--- src/rtl/bthr_pkg.sv ---
package bthr_pkg;

  localparam int unsigned N_BAND     = 8;
  localparam int unsigned IDX_W      = $clog2(N_BAND);
  localparam int unsigned RECIP_FRAC = 10;
  localparam int unsigned RECIP_W    = 12;
  localparam int unsigned LF_IDX     = 4;    // ratio 0.60
  localparam int unsigned OFF_MV     = 2410;

  typedef enum logic [2:0] {
    ST_IDLE,
    ST_CHARGE,
    ST_SAMP_A,
    ST_DISCH,
    ST_SAMP_B,
    ST_CALC
  } seq_st_t;

  // lower edge of each ratio band, in millivolts of rise
  function automatic int unsigned band_mv(int unsigned i);
    case (i)
      0:       return 176;
      1:       return 441;
      2:       return 617;
      3:       return 833;
      4:       return 1087;
      5:       return 1391;
      6:       return 1754;
      7:       return 2185;
      default: return 0;
    endcase
  endfunction

  function automatic int unsigned mv_to_code(int unsigned mv, int unsigned vref_mv,
                                             int unsigned bits);
    return (mv * (32'd1 << bits) + vref_mv / 2) / vref_mv;
  endfunction

  // rounded fixed-point reciprocal of ratio (80 - 5*idx) percent
  function automatic int unsigned recip_q(int unsigned idx);
    int unsigned pct;
    pct = 80 - 5 * idx;
    return ((32'd100 << RECIP_FRAC) + pct / 2) / pct;
  endfunction

endpackage

--- src/rtl/bthr_seq.sv ---
module bthr_seq
  import bthr_pkg::*;
#(
  parameter int unsigned PROG_CYC    = 2500,
  parameter int unsigned SETTLE_CYC  = 1250,
  parameter int unsigned TIMEOUT_CYC = 4096
) (
  input  logic clk,
  input  logic rst_n,
  input  logic start,
  input  logic adc_valid,
  output logic src_en,
  output logic adc_req,
  output logic start_acc,
  output logic lat_a,
  output logic lat_b,
  output logic calc_en,
  output logic tmo
);

  localparam int unsigned CNT_MAX = (PROG_CYC > SETTLE_CYC) ?
      ((PROG_CYC > TIMEOUT_CYC) ? PROG_CYC : TIMEOUT_CYC) :
      ((SETTLE_CYC > TIMEOUT_CYC) ? SETTLE_CYC : TIMEOUT_CYC);
  localparam int unsigned CNT_W = $clog2(CNT_MAX + 1);
  localparam logic [CNT_W-1:0] PROG_LAST   = CNT_W'(PROG_CYC - 1);
  localparam logic [CNT_W-1:0] SETTLE_LAST = CNT_W'(SETTLE_CYC - 1);
  localparam logic [CNT_W-1:0] TMO_LAST    = CNT_W'(TIMEOUT_CYC - 1);

  seq_st_t          st_q, st_n;
  logic [CNT_W-1:0] cnt_q, cnt_n;

  always_comb begin
    st_n      = st_q;
    cnt_n     = cnt_q;
    start_acc = 1'b0;
    lat_a     = 1'b0;
    lat_b     = 1'b0;
    calc_en   = 1'b0;
    tmo       = 1'b0;
    case (st_q)
      ST_IDLE: begin
        if (start) begin
          start_acc = 1'b1;
          st_n      = ST_CHARGE;
          cnt_n     = '0;
        end
      end
      ST_CHARGE: begin
        if (cnt_q == PROG_LAST) begin
          st_n  = ST_SAMP_A;
          cnt_n = '0;
        end else begin
          cnt_n = cnt_q + 1'b1;
        end
      end
      ST_SAMP_A: begin
        if (adc_valid) begin
          lat_a = 1'b1;
          st_n  = ST_DISCH;
          cnt_n = '0;
        end else if (cnt_q == TMO_LAST) begin
          tmo  = 1'b1;
          st_n = ST_IDLE;
        end else begin
          cnt_n = cnt_q + 1'b1;
        end
      end
      ST_DISCH: begin
        if (cnt_q == SETTLE_LAST) begin
          st_n  = ST_SAMP_B;
          cnt_n = '0;
        end else begin
          cnt_n = cnt_q + 1'b1;
        end
      end
      ST_SAMP_B: begin
        if (adc_valid) begin
          lat_b = 1'b1;
          st_n  = ST_CALC;
          cnt_n = '0;
        end else if (cnt_q == TMO_LAST) begin
          tmo  = 1'b1;
          st_n = ST_IDLE;
        end else begin
          cnt_n = cnt_q + 1'b1;
        end
      end
      ST_CALC: begin
        calc_en = 1'b1;
        st_n    = ST_IDLE;
      end
      default: st_n = ST_IDLE;
    endcase
  end

  always_ff @(posedge clk or negedge rst_n) begin
    if (!rst_n) begin
      st_q  <= ST_IDLE;
      cnt_q <= '0;
    end else begin
      st_q  <= st_n;
      cnt_q <= cnt_n;
    end
  end

  assign src_en  = (st_q == ST_CHARGE) || (st_q == ST_SAMP_A);
  assign adc_req = (st_q == ST_SAMP_A) || (st_q == ST_SAMP_B);

  AST_REQ_HELD: assert property (@(posedge clk) disable iff (!rst_n)
    adc_req && !adc_valid && !tmo |=> adc_req);
  AST_REQ_DROP: assert property (@(posedge clk) disable iff (!rst_n)
    adc_req && adc_valid |=> !adc_req);
  AST_SRC_RISE: assert property (@(posedge clk) disable iff (!rst_n)
    $rose(src_en) |-> $past(start));
  AST_SRC_FALL: assert property (@(posedge clk) disable iff (!rst_n)
    $fell(src_en) |-> $past(adc_req && adc_valid) || $past(tmo));
  AST_TMO_QUIET: assert property (@(posedge clk) disable iff (!rst_n)
    tmo |=> !src_en && !adc_req);

endmodule

--- src/rtl/bthr_band.sv ---
module bthr_band
  import bthr_pkg::*;
#(
  parameter int unsigned ADC_W   = 12,
  parameter int unsigned VREF_MV = 5000
) (
  input  logic [ADC_W-1:0] diff,
  output logic [IDX_W-1:0] idx,
  output logic             off
);

  localparam logic [ADC_W-1:0] OFF_CODE = ADC_W'(mv_to_code(OFF_MV, VREF_MV, ADC_W));

  logic [N_BAND-1:0] ge;
  logic [IDX_W:0]    n_ge;

  for (genvar g = 0; g < N_BAND; g++) begin : g_cmp
    localparam logic [ADC_W-1:0] BND = ADC_W'(mv_to_code(band_mv(g), VREF_MV, ADC_W));
    assign ge[g] = (diff >= BND);
  end

  always_comb begin
    n_ge = '0;
    for (int i = 0; i < N_BAND; i++) begin
      n_ge = n_ge + {{IDX_W{1'b0}}, ge[i]};
    end
  end

  assign idx = (n_ge == '0) ? '0 : IDX_W'(n_ge - 1'b1);
  assign off = (diff > OFF_CODE);

  always_comb begin
    if (off) begin
      AST_OFF_ABOVE_ALL: assert (ge == '1);
    end
  end

endmodule

--- src/rtl/bthr_scale.sv ---
module bthr_scale
  import bthr_pkg::*;
#(
  parameter int unsigned ADC_W = 12
) (
  input  logic [ADC_W-1:0]   base,
  input  logic [RECIP_W-1:0] recip,
  output logic [ADC_W-1:0]   scaled
);

  localparam int unsigned PROD_W = ADC_W + RECIP_W;
  localparam int unsigned SHF_W  = PROD_W - RECIP_FRAC;

  logic [PROD_W-1:0] prod;
  logic [SHF_W-1:0]  shf;

  assign prod   = {{RECIP_W{1'b0}}, base} * {{ADC_W{1'b0}}, recip};
  assign shf    = prod[PROD_W-1:RECIP_FRAC];
  assign scaled = (|shf[SHF_W-1:ADC_W]) ? '1 : shf[ADC_W-1:0];

endmodule

--- src/rtl/burst_thresh_prog.sv ---
module burst_thresh_prog
  import bthr_pkg::*;
#(
  parameter int unsigned ADC_W       = 12,
  parameter int unsigned VREF_MV     = 5000,
  parameter int unsigned PROG_CYC    = 2500,
  parameter int unsigned SETTLE_CYC  = 1250,
  parameter int unsigned TIMEOUT_CYC = 4096
) (
  input  logic             clk,
  input  logic             rst_n,
  input  logic             start,
  output logic             src_en,
  output logic             adc_req,
  input  logic             adc_valid,
  input  logic [ADC_W-1:0] adc_data,
  output logic [ADC_W-1:0] stop_thr,
  output logic [ADC_W-1:0] hf_entry,
  output logic [ADC_W-1:0] lf_entry,
  output logic [IDX_W-1:0] ratio_code,
  output logic             burst_off,
  output logic             done,
  output logic             err
);

  logic [1:0] rst_sync;
  logic       rst_s;

  always_ff @(posedge clk or negedge rst_n) begin
    if (!rst_n) rst_sync <= 2'b00;
    else        rst_sync <= {rst_sync[0], 1'b1};
  end
  assign rst_s = rst_sync[1];

  logic start_acc, lat_a, lat_b, calc_en, tmo;

  bthr_seq #(
    .PROG_CYC   (PROG_CYC),
    .SETTLE_CYC (SETTLE_CYC),
    .TIMEOUT_CYC(TIMEOUT_CYC)
  ) i_seq (
    .clk      (clk),
    .rst_n    (rst_s),
    .start    (start),
    .adc_valid(adc_valid),
    .src_en   (src_en),
    .adc_req  (adc_req),
    .start_acc(start_acc),
    .lat_a    (lat_a),
    .lat_b    (lat_b),
    .calc_en  (calc_en),
    .tmo      (tmo)
  );

  logic [ADC_W-1:0] a_q, b_q;

  always_ff @(posedge clk or negedge rst_s) begin
    if (!rst_s) begin
      a_q <= '0;
      b_q <= '0;
    end else begin
      if (lat_a) a_q <= adc_data;
      if (lat_b) b_q <= adc_data;
    end
  end

  logic [ADC_W-1:0] diff;
  logic [IDX_W-1:0] idx;
  logic             off;

  assign diff = (a_q >= b_q) ? (a_q - b_q) : '0;

  bthr_band #(.ADC_W(ADC_W), .VREF_MV(VREF_MV)) i_band (
    .diff(diff),
    .idx (idx),
    .off (off)
  );

  logic [RECIP_W-1:0] recip_lut [N_BAND];
  for (genvar g = 0; g < N_BAND; g++) begin : g_lut
    assign recip_lut[g] = RECIP_W'(recip_q(g));
  end

  localparam logic [RECIP_W-1:0] LF_RECIP = RECIP_W'(recip_q(LF_IDX));

  logic [ADC_W-1:0] hf_calc, lf_calc;

  bthr_scale #(.ADC_W(ADC_W)) i_scale_hf (
    .base  (b_q),
    .recip (recip_lut[idx]),
    .scaled(hf_calc)
  );

  bthr_scale #(.ADC_W(ADC_W)) i_scale_lf (
    .base  (b_q),
    .recip (LF_RECIP),
    .scaled(lf_calc)
  );

  always_ff @(posedge clk or negedge rst_s) begin
    if (!rst_s) begin
      stop_thr   <= '0;
      hf_entry   <= '0;
      lf_entry   <= '0;
      ratio_code <= '0;
      burst_off  <= 1'b1;
      done       <= 1'b0;
      err        <= 1'b0;
    end else begin
      if (start_acc) begin
        stop_thr   <= '0;
        hf_entry   <= '0;
        lf_entry   <= '0;
        ratio_code <= '0;
        burst_off  <= 1'b1;
        done       <= 1'b0;
        err        <= 1'b0;
      end else if (tmo) begin
        err <= 1'b1;
      end else if (calc_en) begin
        done <= 1'b1;
        if (off) begin
          burst_off <= 1'b1;
        end else begin
          burst_off  <= 1'b0;
          stop_thr   <= b_q;
          hf_entry   <= hf_calc;
          lf_entry   <= lf_calc;
          ratio_code <= idx;
        end
      end
    end
  end

  AST_OFF_ZERO: assert property (@(posedge clk) disable iff (!rst_s)
    burst_off |-> (stop_thr == '0) && (hf_entry == '0) && (lf_entry == '0)
                  && (ratio_code == '0));
  AST_HF_ABOVE_STOP: assert property (@(posedge clk) disable iff (!rst_s)
    done && !burst_off |-> hf_entry >= stop_thr);
  AST_HF_OVER_LF: assert property (@(posedge clk) disable iff (!rst_s)
    done && !burst_off && (ratio_code >= IDX_W'(LF_IDX)) |-> hf_entry >= lf_entry);
  AST_HF_UNDER_LF: assert property (@(posedge clk) disable iff (!rst_s)
    done && !burst_off && (ratio_code < IDX_W'(LF_IDX)) |-> hf_entry <= lf_entry);
  AST_DONE_ERR_EXCL: assert property (@(posedge clk) disable iff (!rst_s)
    !(done && err));
  AST_NO_SRC_IDLE_DONE: assert property (@(posedge clk) disable iff (!rst_s)
    done |-> !src_en || $past(start));

endmodule

--- config.mk ---
export PLATFORM = sky130hd
export DESIGN_NAME = burst_thresh_prog
export DESIGN_NICKNAME = d
export VERILOG_FILES = /design/src/rtl/bthr_pkg.sv /design/src/rtl/bthr_seq.sv /design/src/rtl/bthr_band.sv /design/src/rtl/bthr_scale.sv /design/src/rtl/burst_thresh_prog.sv
export SDC_FILE = /design/constraint.sdc
export NUM_CORES = 1
export LEC_CHECK = 0
export BUFFER_PORTS_ARGS = -buffer_cell sky130_fd_sc_hd__buf_2
export CELL_PAD_IN_SITES_DETAIL_PLACEMENT = 0
export CELL_PAD_IN_SITES_GLOBAL_PLACEMENT = 1
export CORE_MARGIN = 2
export CORE_UTILIZATION = 45
export CTS_CLUSTER_DIAMETER = 100
export CTS_CLUSTER_SIZE = 12
export DETAILED_ROUTE_END_ITERATION = 8
export PLACE_DENSITY_LB_ADDON = 0.1
export SYNTH_ARGS = -nofsm -noshare
export SYNTH_HDL_FRONTEND = slang
export SYNTH_SLANG_ARGS = --single-unit
export TNS_END_PERCENT = 50
--- constraint.sdc ---
create_clock -name clk -period 2.4 [get_ports clk]
set_input_delay 0.48 -clock clk [delete_from_list [all_inputs] [get_ports clk]]
set_output_delay 0.48 -clock clk [all_outputs]
set_load 0.01 [all_outputs]
==> summary.md <==
| Metric | Value |
|---|---|
| Status | `finished with violations` |
| Failing checks | `setup timing` |
| Unique cell type count in the Yosys netlist | `81` |
| Mapped Nets | `1660` |
| Unrepaired setup endpoints after global routing | `true` |
| Drt drc | `0` |
| Element type at the critical path start | `flip-flop` |
| Wire length of the first global-routing pass | `55500 um` |
| DP HPWL | `27000 um` |
| Overall routed net length | `34100 um` |
| Top-level port count | `60` |
| Clock slew at the register clock pins of the worst setup and hold paths | `70 ps` |
| Met3 layer wire length in the routed design | `1750 um` |
| Crit path kind | `flip-flop to flip-flop` |
| Wirelength per Cell | `17.1 um` |
| Critical Path Most Common Cell | `sky130_fd_sc_hd__fa_1` |
| Layout cell share with drive strength beyond 1 | `0.303` |
| Total GRT Usage | `0.248` |
| Mean Syn Cell Area | `9.06 um2` |
| Top achievable clock speed | `91.5 MHz` |
| Top library cells by usage in the layout, fill and taps aside | `sky130_fd_sc_hd__buf_4, sky130_fd_sc_hd__inv_1, sky130_fd_sc_hd__nand2_1, sky130_fd_sc_hd__ha_1, sky130_fd_sc_hd__fa_1` |
| Clock tree from TritonCTS | `yes` |
| Reg-to-reg setup timing slack | `-8530 ps` |
| Count of endpoints failing setup in the final report | `40` |
| Top fanout value on the critical path | `8` |
| Max Buffers Root-to-Sink | `2` |
| Number of enable-type register cells in the synthesized netlist | `0` |
| Signed area change from the synthesized netlist to the final layout | `31.3%` |
| Port-buffer cells | `59` |
| CP max-delay cell | `sky130_fd_sc_hd__fa_1` |
| Placeable core area | `26700 um2` |
| Crit path setup slack, layout | `-8530 ps` |
| Top layer used by detailed routing | `met4` |
| Buffer cell driving the clock tree root | `sky130_fd_sc_hd__clkbuf_16` |
| Total number of H-tree levels | `3` |
| Total clock buffers created by CTS | `9` |
| Type of the most critical hold path | `flip-flop to asynchronous set/reset pin` |
| Routed met1 length | `15400 um` |
| Post-synthesis cell count | `1340` |
| Worst-skew pair later-pin latency | `360 ps` |
| Number of global-route vias before repair | `10802` |
| Most common cell after layout, fill and taps aside | `sky130_fd_sc_hd__buf_4` |
| Post-synth top flop | `sky130_fd_sc_hd__dfrtp_1` |
| Post-route clock skew | `18.9 ps` |
| Max Slew Vio Count | `0` |
| Ratio of routed vias to standard cells | `5.25` |
| Worst-margin pin slew | `509 ps` |
| Post-synthesis instance area | `12100 um2` |
| Standard-cell rows | `60` |
| Sinks on Clock Net | `84` |
| Full die area | `28300 um2` |
| Met2 Wirelength | `16600 um` |
| Iteration-0 DRC count of the detailed router | `483` |
| Minimum setup slack after placement | `-8860 ps` |
| Sequential element share of the synthesized area | `0.173` |
| Maximum number of pins on one net before global-route repair | `41` |
| Capturing element type of the critical path | `flip-flop` |
| Height of the die | `168 um` |
| Synth Register Bits | `84` |
| Detailed-route via count | `10457` |
| Delay contributed by the slowest stage of the critical path | `550 ps` |
| RePlAce Congestion | `0.844` |
| Antenna violations before repair | `0` |
| Die width | `168 um` |
| Number of endpoints with negative hold slack in the final report | `0` |
| Initial core utilization | `0.454` |
| Ys async rst share | `1.00` |
| Final cycle utilization of the critical path | `4.55` |
| Minimum clock period after layout | `10930 ps` |
| Count of yosys warnings during synthesis | `0` |
| Max-Slew Margin vs Limit | `0.660` |
| Antenna Nets Post-Route | `0` |
| Critical path data required time | `2610 ps` |
| Total congestion overflow after global routing | `0` |
| Number of detailed-routing iterations run before antenna repair | `7` |
| Nets@finish | `1964` |
| Number of diodes added for antenna fixing | `0` |
| Arrival @ worst endpoint | `11130 ps` |
| Max Cap Violations | `0` |
cell usage after synthesis (24+ instances only):
| cell type | number | share of area |
|---|---|---|
| sky130_fd_sc_hd__a21o_1 | 26 | 0.016 |
| sky130_fd_sc_hd__xnor2_1 | 24 | 0.017 |
| sky130_fd_sc_hd__clkbuf_1 | 37 | 0.011 |
| sky130_fd_sc_hd__nor2_1 | 64 | 0.020 |
| sky130_fd_sc_hd__and2_1 | 34 | 0.018 |
| sky130_fd_sc_hd__o21ai_0 | 52 | 0.021 |
| sky130_fd_sc_hd__dfrtp_1 | 83 | 0.17 |
| sky130_fd_sc_hd__a21oi_1 | 37 | 0.015 |
| sky130_fd_sc_hd__fa_1 | 143 | 0.24 |
| sky130_fd_sc_hd__inv_1 | 216 | 0.067 |
| sky130_fd_sc_hd__nor3_1 | 26 | 0.011 |
| sky130_fd_sc_hd__nand2_1 | 156 | 0.048 |
| sky130_fd_sc_hd__ha_1 | 161 | 0.17 |
critical path: cells and delay by family (launching register included):
kind	cells	cell delay [ps]
AO/OA/AOI/OAI	12	2470
buffers and inverters	6	520
flip-flops	1	410
adder cells (fa/ha/maj)	13	5340
AND/OR/NAND/NOR	7	2050
cells by family after synthesis:
logic type / count (synthesis) / synth area share
flip-flops: 84 / 0.173
multiplexers: 24 / 0.0209
XOR/XNOR: 37 / 0.0267
other: 1 / 0.000309
AND/OR/NAND/NOR: 392 / 0.159
AO/OA/AOI/OAI: 231 / 0.134
adder cells (fa/ha/maj): 304 / 0.402
buffers and inverters: 267 / 0.0850
layout make-up:
type,instances,area [um2]
Clock buffer,10,239
Clock inverter,6,93.8
Fill cell,2392,10800
Inverter,218,828
Multi-Input combinational cell,989,9640
Sequential cell,84,2110
Tap cell,341,427
Timing Repair Buffer,342,2600
routing by layer:
| metal | track usage | up-vias |
|---|---|---|
| met5 | 0 | - |
| met4 | 0.0390 | 0 |
| met3 | 0.0428 | 32 |
| met2 | 0.427 | 244 |
| met1 | 0.334 | 5137 |
| li1 | - | 5044 |
final timing paths:
kind                                            start                 endpoint  cells past startpoint
worst max register to register     b_q[1]$_DFFE_PN0P_  hf_entry[1]$_DFFE_PN0P_                     38
worst max-delay path               b_q[1]$_DFFE_PN0P_  hf_entry[1]$_DFFE_PN0P_                     38
worst min register to register  rst_sync[1]$_DFF_PN0_       a_q[4]$_DFFE_PN0P_                      0
min in group clk                          adc_data[8]       b_q[8]$_DFFE_PN0P_                      3
worst min-delay path            rst_sync[1]$_DFF_PN0_       a_q[4]$_DFFE_PN0P_                      0
max in group asynchronous       rst_sync[1]$_DFF_PN0_    burst_off$_DFFE_PN1P_                      1
repair_timing:
action,in CTS,in global routing
pin swaps,48,28
hold buffers,1,0
cloned,2,0
setup endpoints to repair,40,52
gates resized for setup,62,52
buffers inserted,21,8
hold endpoints to repair,2,0
flip-flops by register name, summed over array words and instances, names as in the netlist:
| register | count |
|---|---|
| rst_sync | 2 |
| b_q | 12 |
| err | 1 |
| ratio_code | 3 |
| burst_off | 1 |
| i_seq.cnt_q | 13 |
| lf_entry | 12 |
| i_seq.st_q | 3 |
| done | 1 |
| a_q | 12 |
| hf_entry | 12 |
| stop_thr | 12 |
per-stage QoR:
step	utilization	TNS [ps]	instances	hold WS, ps	cell area [um2]
finish	0.597	-149570	1990	301	15900
global route	0.597	-159100	1990	349	15900
CTS	0.590	-150170	1987	321	15800
detailed placement	0.558	-159440	1947	265	14900
global placement	0.558	-157200	1947	267	14900
floorplan	-	-151590	1340	184	12500
Power is not shown: default switching activity piles up to over one toggle a cycle in this logic, so the estimate is an artifact.
